File: src/rtl/mlc_pkg.sv
`timescale 1ns/1ps
package mlc_pkg;
  localparam int ST_W = 2;
  localparam int OP_W = 3;

  typedef enum logic [ST_W-1:0] {
    ST_I = 2'd0,
    ST_S = 2'd1,
    ST_E = 2'd2,
    ST_M = 2'd3
  } line_st_e;

  typedef enum logic [OP_W-1:0] {
    OP_NOP  = 3'd0,
    OP_FILL = 3'd1,
    OP_WR   = 3'd2,
    OP_LKWR = 3'd3,
    OP_RPL  = 3'd4,
    OP_SNP  = 3'd5
  } line_op_e;
endpackage

File: src/rtl/mlc_rst_sync.sv
`timescale 1ns/1ps
module mlc_rst_sync #(
  parameter int STAGES = 2
) (
  input  logic clk,
  input  logic rst_n,
  output logic rst_q_n
);
  logic [STAGES-1:0] sh_q;

  always_ff @(posedge clk or negedge rst_n) begin
    if (!rst_n) sh_q <= '0;
    else        sh_q <= {sh_q[STAGES-2:0], 1'b1};
  end

  assign rst_q_n = sh_q[STAGES-1];
endmodule

File: src/rtl/mlc_next.sv
`timescale 1ns/1ps
module mlc_next
  import mlc_pkg::*;
#(
  parameter bit ICACHE = 1'b0
) (
  input  line_st_e cur_i,
  input  line_op_e op_i,
  input  logic     wb_pin_i,
  input  logic     page_wt_i,
  input  logic     snp_inv_i,
  output line_st_e nxt_o,
  output logic     wr_thru_o,
  output logic     wr_back_o
);
  localparam bit WRITABLE = !ICACHE;

  logic keep_wb;
  assign keep_wb = wb_pin_i & ~page_wt_i;

  always_comb begin
    nxt_o     = cur_i;
    wr_thru_o = 1'b0;
    wr_back_o = 1'b0;
    case (op_i)
      OP_FILL: begin
        if (cur_i == ST_I) nxt_o = (keep_wb && WRITABLE) ? ST_E : ST_S;
      end
      OP_WR: begin
        if (WRITABLE) begin
          case (cur_i)
            ST_I: wr_thru_o = 1'b1;
            ST_S: begin
              wr_thru_o = 1'b1;
              nxt_o     = keep_wb ? ST_E : ST_S;
            end
            ST_E: nxt_o = ST_M;
            default: nxt_o = ST_M;
          endcase
        end
      end
      OP_LKWR: begin
        if (WRITABLE) wr_thru_o = 1'b1;
      end
      OP_RPL: begin
        nxt_o     = ST_I;
        wr_back_o = (cur_i == ST_M);
      end
      OP_SNP: begin
        if (cur_i != ST_I) nxt_o = snp_inv_i ? ST_I : ST_S;
        wr_back_o = (cur_i == ST_M);
      end
      default: ;
    endcase
  end
endmodule

File: src/rtl/mlc_snoop.sv
`timescale 1ns/1ps
module mlc_snoop
  import mlc_pkg::*;
#(
  parameter bit ICACHE = 1'b0
) (
  input  line_st_e cur_i,
  input  line_op_e op_i,
  output logic     hit_n_o,
  output logic     hitm_n_o
);
  logic is_snp;
  assign is_snp  = (op_i == OP_SNP);
  assign hit_n_o = ~(is_snp && (cur_i != ST_I));

  generate
    if (ICACHE) begin : g_ic
      assign hitm_n_o = 1'b1;
    end else begin : g_dc
      assign hitm_n_o = ~(is_snp && (cur_i == ST_M));
    end
  endgenerate
endmodule

File: src/rtl/mesi_line_ctrl.sv
`timescale 1ns/1ps
module mesi_line_ctrl
  import mlc_pkg::*;
#(
  parameter bit ICACHE      = 1'b0,
  parameter int SYNC_STAGES = 2
) (
  input  logic            clk,
  input  logic            rst_n,
  input  logic [OP_W-1:0] op_i,
  input  logic            wb_pin_i,
  input  logic            page_wt_i,
  input  logic            snp_inv_i,
  output logic [ST_W-1:0] state_o,
  output logic            wr_thru_o,
  output logic            wr_back_o,
  output logic            hit_n_o,
  output logic            hitm_n_o
);
  logic     rst_q_n;
  line_op_e op;
  line_st_e st_q, st_d;
  logic     st_en;
  logic     thru, back;

  assign op = line_op_e'(op_i);

  mlc_rst_sync #(.STAGES(SYNC_STAGES)) u_rst (
    .clk(clk), .rst_n(rst_n), .rst_q_n(rst_q_n)
  );

  mlc_next #(.ICACHE(ICACHE)) u_next (
    .cur_i(st_q), .op_i(op), .wb_pin_i(wb_pin_i), .page_wt_i(page_wt_i),
    .snp_inv_i(snp_inv_i), .nxt_o(st_d), .wr_thru_o(thru), .wr_back_o(back)
  );

  mlc_snoop #(.ICACHE(ICACHE)) u_snp (
    .cur_i(st_q), .op_i(op), .hit_n_o(hit_n_o), .hitm_n_o(hitm_n_o)
  );

  assign st_en = (st_d != st_q);

  always_ff @(posedge clk or negedge rst_q_n) begin
    if (!rst_q_n)   st_q <= ST_I;
    else if (st_en) st_q <= st_d;
  end

  assign state_o   = st_q;
  assign wr_thru_o = thru & rst_q_n;
  assign wr_back_o = back & rst_q_n;

  // a dirty line stays dirty across an ordinary store
  p_m_store_hold_r4: assert property (@(posedge clk) disable iff (!rst_q_n)
    (st_q == ST_M && op == OP_WR) |=> (st_q == ST_M));

  // locked store goes to the bus and keeps the state
  p_lock_bus_r6: assert property (@(posedge clk) disable iff (!rst_q_n)
    (op == OP_LKWR && !ICACHE) |-> wr_thru_o);
  p_lock_hold_r6: assert property (@(posedge clk) disable iff (!rst_q_n)
    (op == OP_LKWR) |=> (st_q == $past(st_q)));

  // replacement always empties the line
  p_rpl_inv_r7: assert property (@(posedge clk) disable iff (!rst_q_n)
    (op == OP_RPL) |=> (st_q == ST_I));

  // a modified hit is always also a hit
  p_hitm_implies_hit_r8: assert property (@(posedge clk) disable iff (!rst_q_n)
    !hitm_n_o |-> !hit_n_o);

  // invalidating snoop empties the line; plain snoop never leaves it exclusive
  p_snp_inv_r9: assert property (@(posedge clk) disable iff (!rst_q_n)
    (op == OP_SNP && snp_inv_i) |=> (st_q == ST_I));
  p_snp_share_r9: assert property (@(posedge clk) disable iff (!rst_q_n)
    (op == OP_SNP && !snp_inv_i) |=> (st_q == ST_I || st_q == ST_S));

  // instruction variant never owns a line
  p_ic_states_r10: assert property (@(posedge clk) disable iff (!rst_q_n)
    ICACHE |-> (st_q == ST_I || st_q == ST_S));
endmodule

File: config.mk
export PLATFORM = sky130hd
export DESIGN_NAME = mesi_line_ctrl
export DESIGN_NICKNAME = d
export VERILOG_FILES = /design/src/rtl/mlc_pkg.sv /design/src/rtl/mlc_rst_sync.sv /design/src/rtl/mlc_next.sv /design/src/rtl/mlc_snoop.sv /design/src/rtl/mesi_line_ctrl.sv
export SDC_FILE = /design/constraint.sdc
export NUM_CORES = 1
export LEC_CHECK = 0
export ABC_AREA = 1
export BUFFER_PORTS_ARGS = -buffer_cell sky130_fd_sc_hd__buf_2
export CORE_AREA = 2 2 39 41
export DETAILED_ROUTE_END_ITERATION = 8
export DIE_AREA = 0 0 41 43
export GPL_ROUTABILITY_DRIVEN = 0
export PLACE_DENSITY = 0.39
export RECOVER_POWER = 100
export REMOVE_ABC_BUFFERS = 1
export SYNTH_ARGS = -nofsm -noshare
export SYNTH_HDL_FRONTEND = slang
export SYNTH_SLANG_ARGS = --single-unit
File: constraint.sdc
create_clock -name clk -period 1.8 [get_ports clk]
set_input_delay 0.27 -clock clk [delete_from_list [all_inputs] [get_ports clk]]
set_output_delay 0.27 -clock clk [all_outputs]
set_load 0.02 [all_outputs]
Word-level counts from Yosys, hierarchy flattened
Cells that the tools add are included.

Flip-flop bits (word level): 4. Input port bits: 8. Word-level logic and storage cells: 31.

Bitwise gates (word level): 6. Muxes and demuxes: 9. Reduce and logical (&&, ||, !) cells: 6. Equality and inequality tests: 8.

Operators with widths (number): $pmux 2 s4 (1); $eq 3x2->1 const B (2); $eq 3x3->1 const B (2); $mux 2 (3); $pmux 2 s2 (1); $reduce_or 2->1 (2); $and 1x1->1 (3); $eq 3x1->1 const B (1); $mux 1 (3); $not 1->1 (3); $eq 2x1->1 const B (1); $eq 2x2->1 const B (1); $logic_and 1x1->1 (2); $logic_not 2->1 (1); $ne 2x2->1 (1); $pmux 1 s2 (1); $reduce_bool 2->1 (1).

Depth between registers and ports, before layout
Word-level depth: 6. Mapped depth: 6.

Hierarchy
A second synthesis with hierarchy kept.

Cell total of the unflattened synthesis: 53. Area total of the unflattened synthesis: 304.0 sq um.

By module, submodules not included: mlc_next (area an instance 141.4 sq um, sequential area each 0.0 sq um, times used 1, cells an instance 33); mesi_line_ctrl (area an instance 72.6 sq um, sequential area each 50.0 sq um, times used 1, cells an instance 8); mlc_rst_sync (area an instance 53.8 sq um, sequential area each 50.0 sq um, times used 1, cells an instance 3); mlc_snoop (area an instance 36.3 sq um, sequential area each 0.0 sq um, times used 1, cells an instance 9).

Worst setup path before layout
Ideal clock, no wire load.

Kind: reg2out. Start: reg st_q[0] (netlist: state_o[0]). End: out wr_back_o. Data required time: 1.530 ns. Path slack: 0.418 ns. Path buffers: 0. Data arrival time: 1.112 ns. Stages on the path, launching flop included: 3. Cell sequence: dfrtp_1 > inv_1 > nor4_2.

Longest elaborated chain between the ends: 3.

Ends and longest elaborated chain: start: declaration (RTL line mesi_line_ctrl.sv:22) `line_st_e st_q, st_d;`; start signal: assignment (RTL line mesi_line_ctrl.sv:45) `else if (st_en) st_q <= st_d;`; $eq 2x2->1 (RTL line mlc_next.sv:47, mlc_next.sv:51); $mux 1; $and 1x1->1 (RTL line mesi_line_ctrl.sv:50) `assign wr_back_o = back & rst_q_n;`; end: declaration (RTL line mesi_line_ctrl.sv:16) `output logic wr_back_o,`.

No other way between the ends.

Worst setup path after layout
Start: reg st_q[1] (netlist: state_o[1]). End: out wr_back_o.

Same word-level chain as after synthesis.

==> reports/qor.yml <==
die:
  rows: 14
  core_area_um2: 1380
  io_pins: 14
  die_h_um: 43
  die_w_um: 41
  die-area_um2: 1760
  start_util: 0.193
drt:
  drt-initial-drc-count: 1
  postRouteAntennaNets: 0
  drc: 0
  vias: 300
  wl_um: 625
  via_per_inst: 4.11
  drt_pass1_iterations: 2
  wl_per_cell_um: 8.56
global_routing:
  use_met3: 0.0628
  top_usage_layer: "met1"
  grt_pass1_vias: 239
  met1_usage: 0.0987
  antenna_found_initial: 0
  grtUsageTotal: 0.0768
  grt_util_met2: 0.0969
  grt_pass1_wl_um: 890
  grt_max_degree: 7
  grt.overflow.total: 0
synthesis:
  synth.avg_cell_area_um2: 6.66
  yosysWarnings: 0
  synthesis.area_um2: 267
  ys_seq_area_frac: 0.376
  synth-seq-cells: 4
  synth_cell_types: 13
  postSynthCellCount: 40
placement:
  place_hpwl_um: 525
  placed_cells: 69
  port_buffers: 13
sta:
  hold_slack_ns: 0.0317
  fmax_mhz: 660
  setup_viol: 0
  post-route-period-util: 0.842
  hold_viol: 0
  skew_ns: 0.000614
  layout_min_cycle_time_ns: 1.52
  grt_setup_unrepaired: "false"
  final_max_slew_viol_count: 0
  fin_setup_tns_ns: 0
job:
  max_cap_viol_count: 0
layout:
  drive_above_1_share: 0.228
  fill_cells: 170
  final_cells: 73
  final_nets: 67
  area_growth_syn_to_layout_pct: 40.8
  n_antenna_cell: 0
  layout_common_cells: "8 x nand2_1, 8 x nand3_1, 7 x clkbuf_1, 6 x inv_1, 6 x buf_2"
outcome:
  status: "finished clean"
clocking:
  clk_latency_ns: 0.23
  clock-sinks: 4
  clock_path_buffers: 2
  htree_levels: 1
  clkTransAtPathRegs_ns: 0.04
  cts_root_buffer: "clkbuf_4"
  cts_tree: "built"
  post_cts_resized: 0
  cts_made_buffers: 3
  post-cts-setup-buffers: 0
power:
  seq_power_share: 0.377
  clockPowerShare: 0.369
  switchingPower_uw: 96.7
  pwr-share-comb: 0.254
  p_per_area_nw_per_um2: 789
  leakage_nw: 0.185
  ir_worst_vdd_uv: 306
  swShare: 0.327
  internal_power_uw: 199
critical_path:
  reg2reg_depth: 4
  required_ns: 1.53
  cp_data_arrival_time_ns: 1.25
  critPathKind: "reg -> out"
  path_max_fanout: 6
  reg2reg_slack_ns: 0.83
  r2r-end: "state_o[0]"
  cp-end-kind: "output pin"
  start_kind: "register"
  worstReg2RegStart: "state_o[1]"
worst_hold_path:
  min_path_type: "reg -> async"
logic make-up (layout without fill, tap and decap cells):
| group | Yosys count | count (layout) | synth area share |
|---|---|---|---|
| buffers and inverters | 8 | 25 | 0.113 |
| flip-flops | 4 | 4 | 0.376 |
| other | 1 | 1 | 0.0141 |
| AND/OR/NAND/NOR | 24 | 24 | 0.432 |
| AO/OA/AOI/OAI | 3 | 3 | 0.0657 |
synthesized netlist by cell type, drive strengths merged:
master  instances  area [um2]
nand2           9        36.3
inv             8        30.0
nand3           8        40.0
dfrtp           4         100
nor2            4        15.0
o21ai           2        10.0
a211oi          1        7.51
conb            1        3.75
nand4           1        6.26
nor3            1        5.00
nor4            1        12.5
state kept, by name, summed over array words and instances, names as in the netlist:
| signal | flops |
|---|---|
| u_rst.sh_q | 2 |
| state_o | 2 |
worst max path at each step:
stage          slack [ns]  cells after the start       start   endpoint
2_1_floorplan        0.42                      2  state_o[0]  wr_back_o
3_3_place_gp         0.55                      6     op_i[1]   hitm_n_o
5_1_grt              0.20                      3  state_o[0]  wr_back_o
6_report             0.28                      3  state_o[1]  wr_back_o
4_1_cts              0.34                      3  state_o[1]  wr_back_o
3_5_place_dp         0.60                      3  state_o[1]  wr_back_o
worst max-delay path, stage by stage (launching register included):
cell and delay [ns]:
dfrtp_1 0.44, inv_2 0.08, nor4_2 0.23, clkbuf_1 0.26
power by group through the flow:
| stage | sequential, mW | combinational [mW] | clock (mW) |
|---|---|---|---|
| floorplan | 0.119 | 0.0418 | 0 |
| global placement | 0.112 | 0.0800 | 0 |
| detailed placement | 0.113 | 0.0775 | 0 |
| CTS | 0.112 | 0.0795 | 0.115 |
| global route | 0.113 | 0.0849 | 0.123 |
| finish | 0.112 | 0.0753 | 0.109 |
final cells by class:
class	instances	area (um2)	area share
clock buffers	3	22.5	0.0600
multi-input cells	28	136	0.363
repair buffers	14	66.3	0.177
inverters	8	30.0	0.0800
flip-flops and latches	4	100	0.267
well taps	16	20.0	0.0533
per-layer routing:
metal	share of wire	up-vias
li1	-	163
met3	0.080	0
met5	0	-
met2	0.42	9
met1	0.50	128
met4	0	0
through the flow:
step                setup WS, ns  utilization  total power, mW  area, um2
detailed placement         0.597        0.254            0.190        352
global placement           0.552        0.254            0.192        352
floorplan                  0.418            -            0.161        267
CTS                        0.344        0.278            0.306        384
finish                     0.284        0.271            0.296        375
global route               0.196        0.271            0.321        375
what timing repair did:
item / in CTS / in global routing
hold buffers: 1 / 0
endpoints found under the setup margin: 0 / 0
hold endpoints to repair: 2 / 0
No activity file was read; power rests on OpenSTA's default activity.
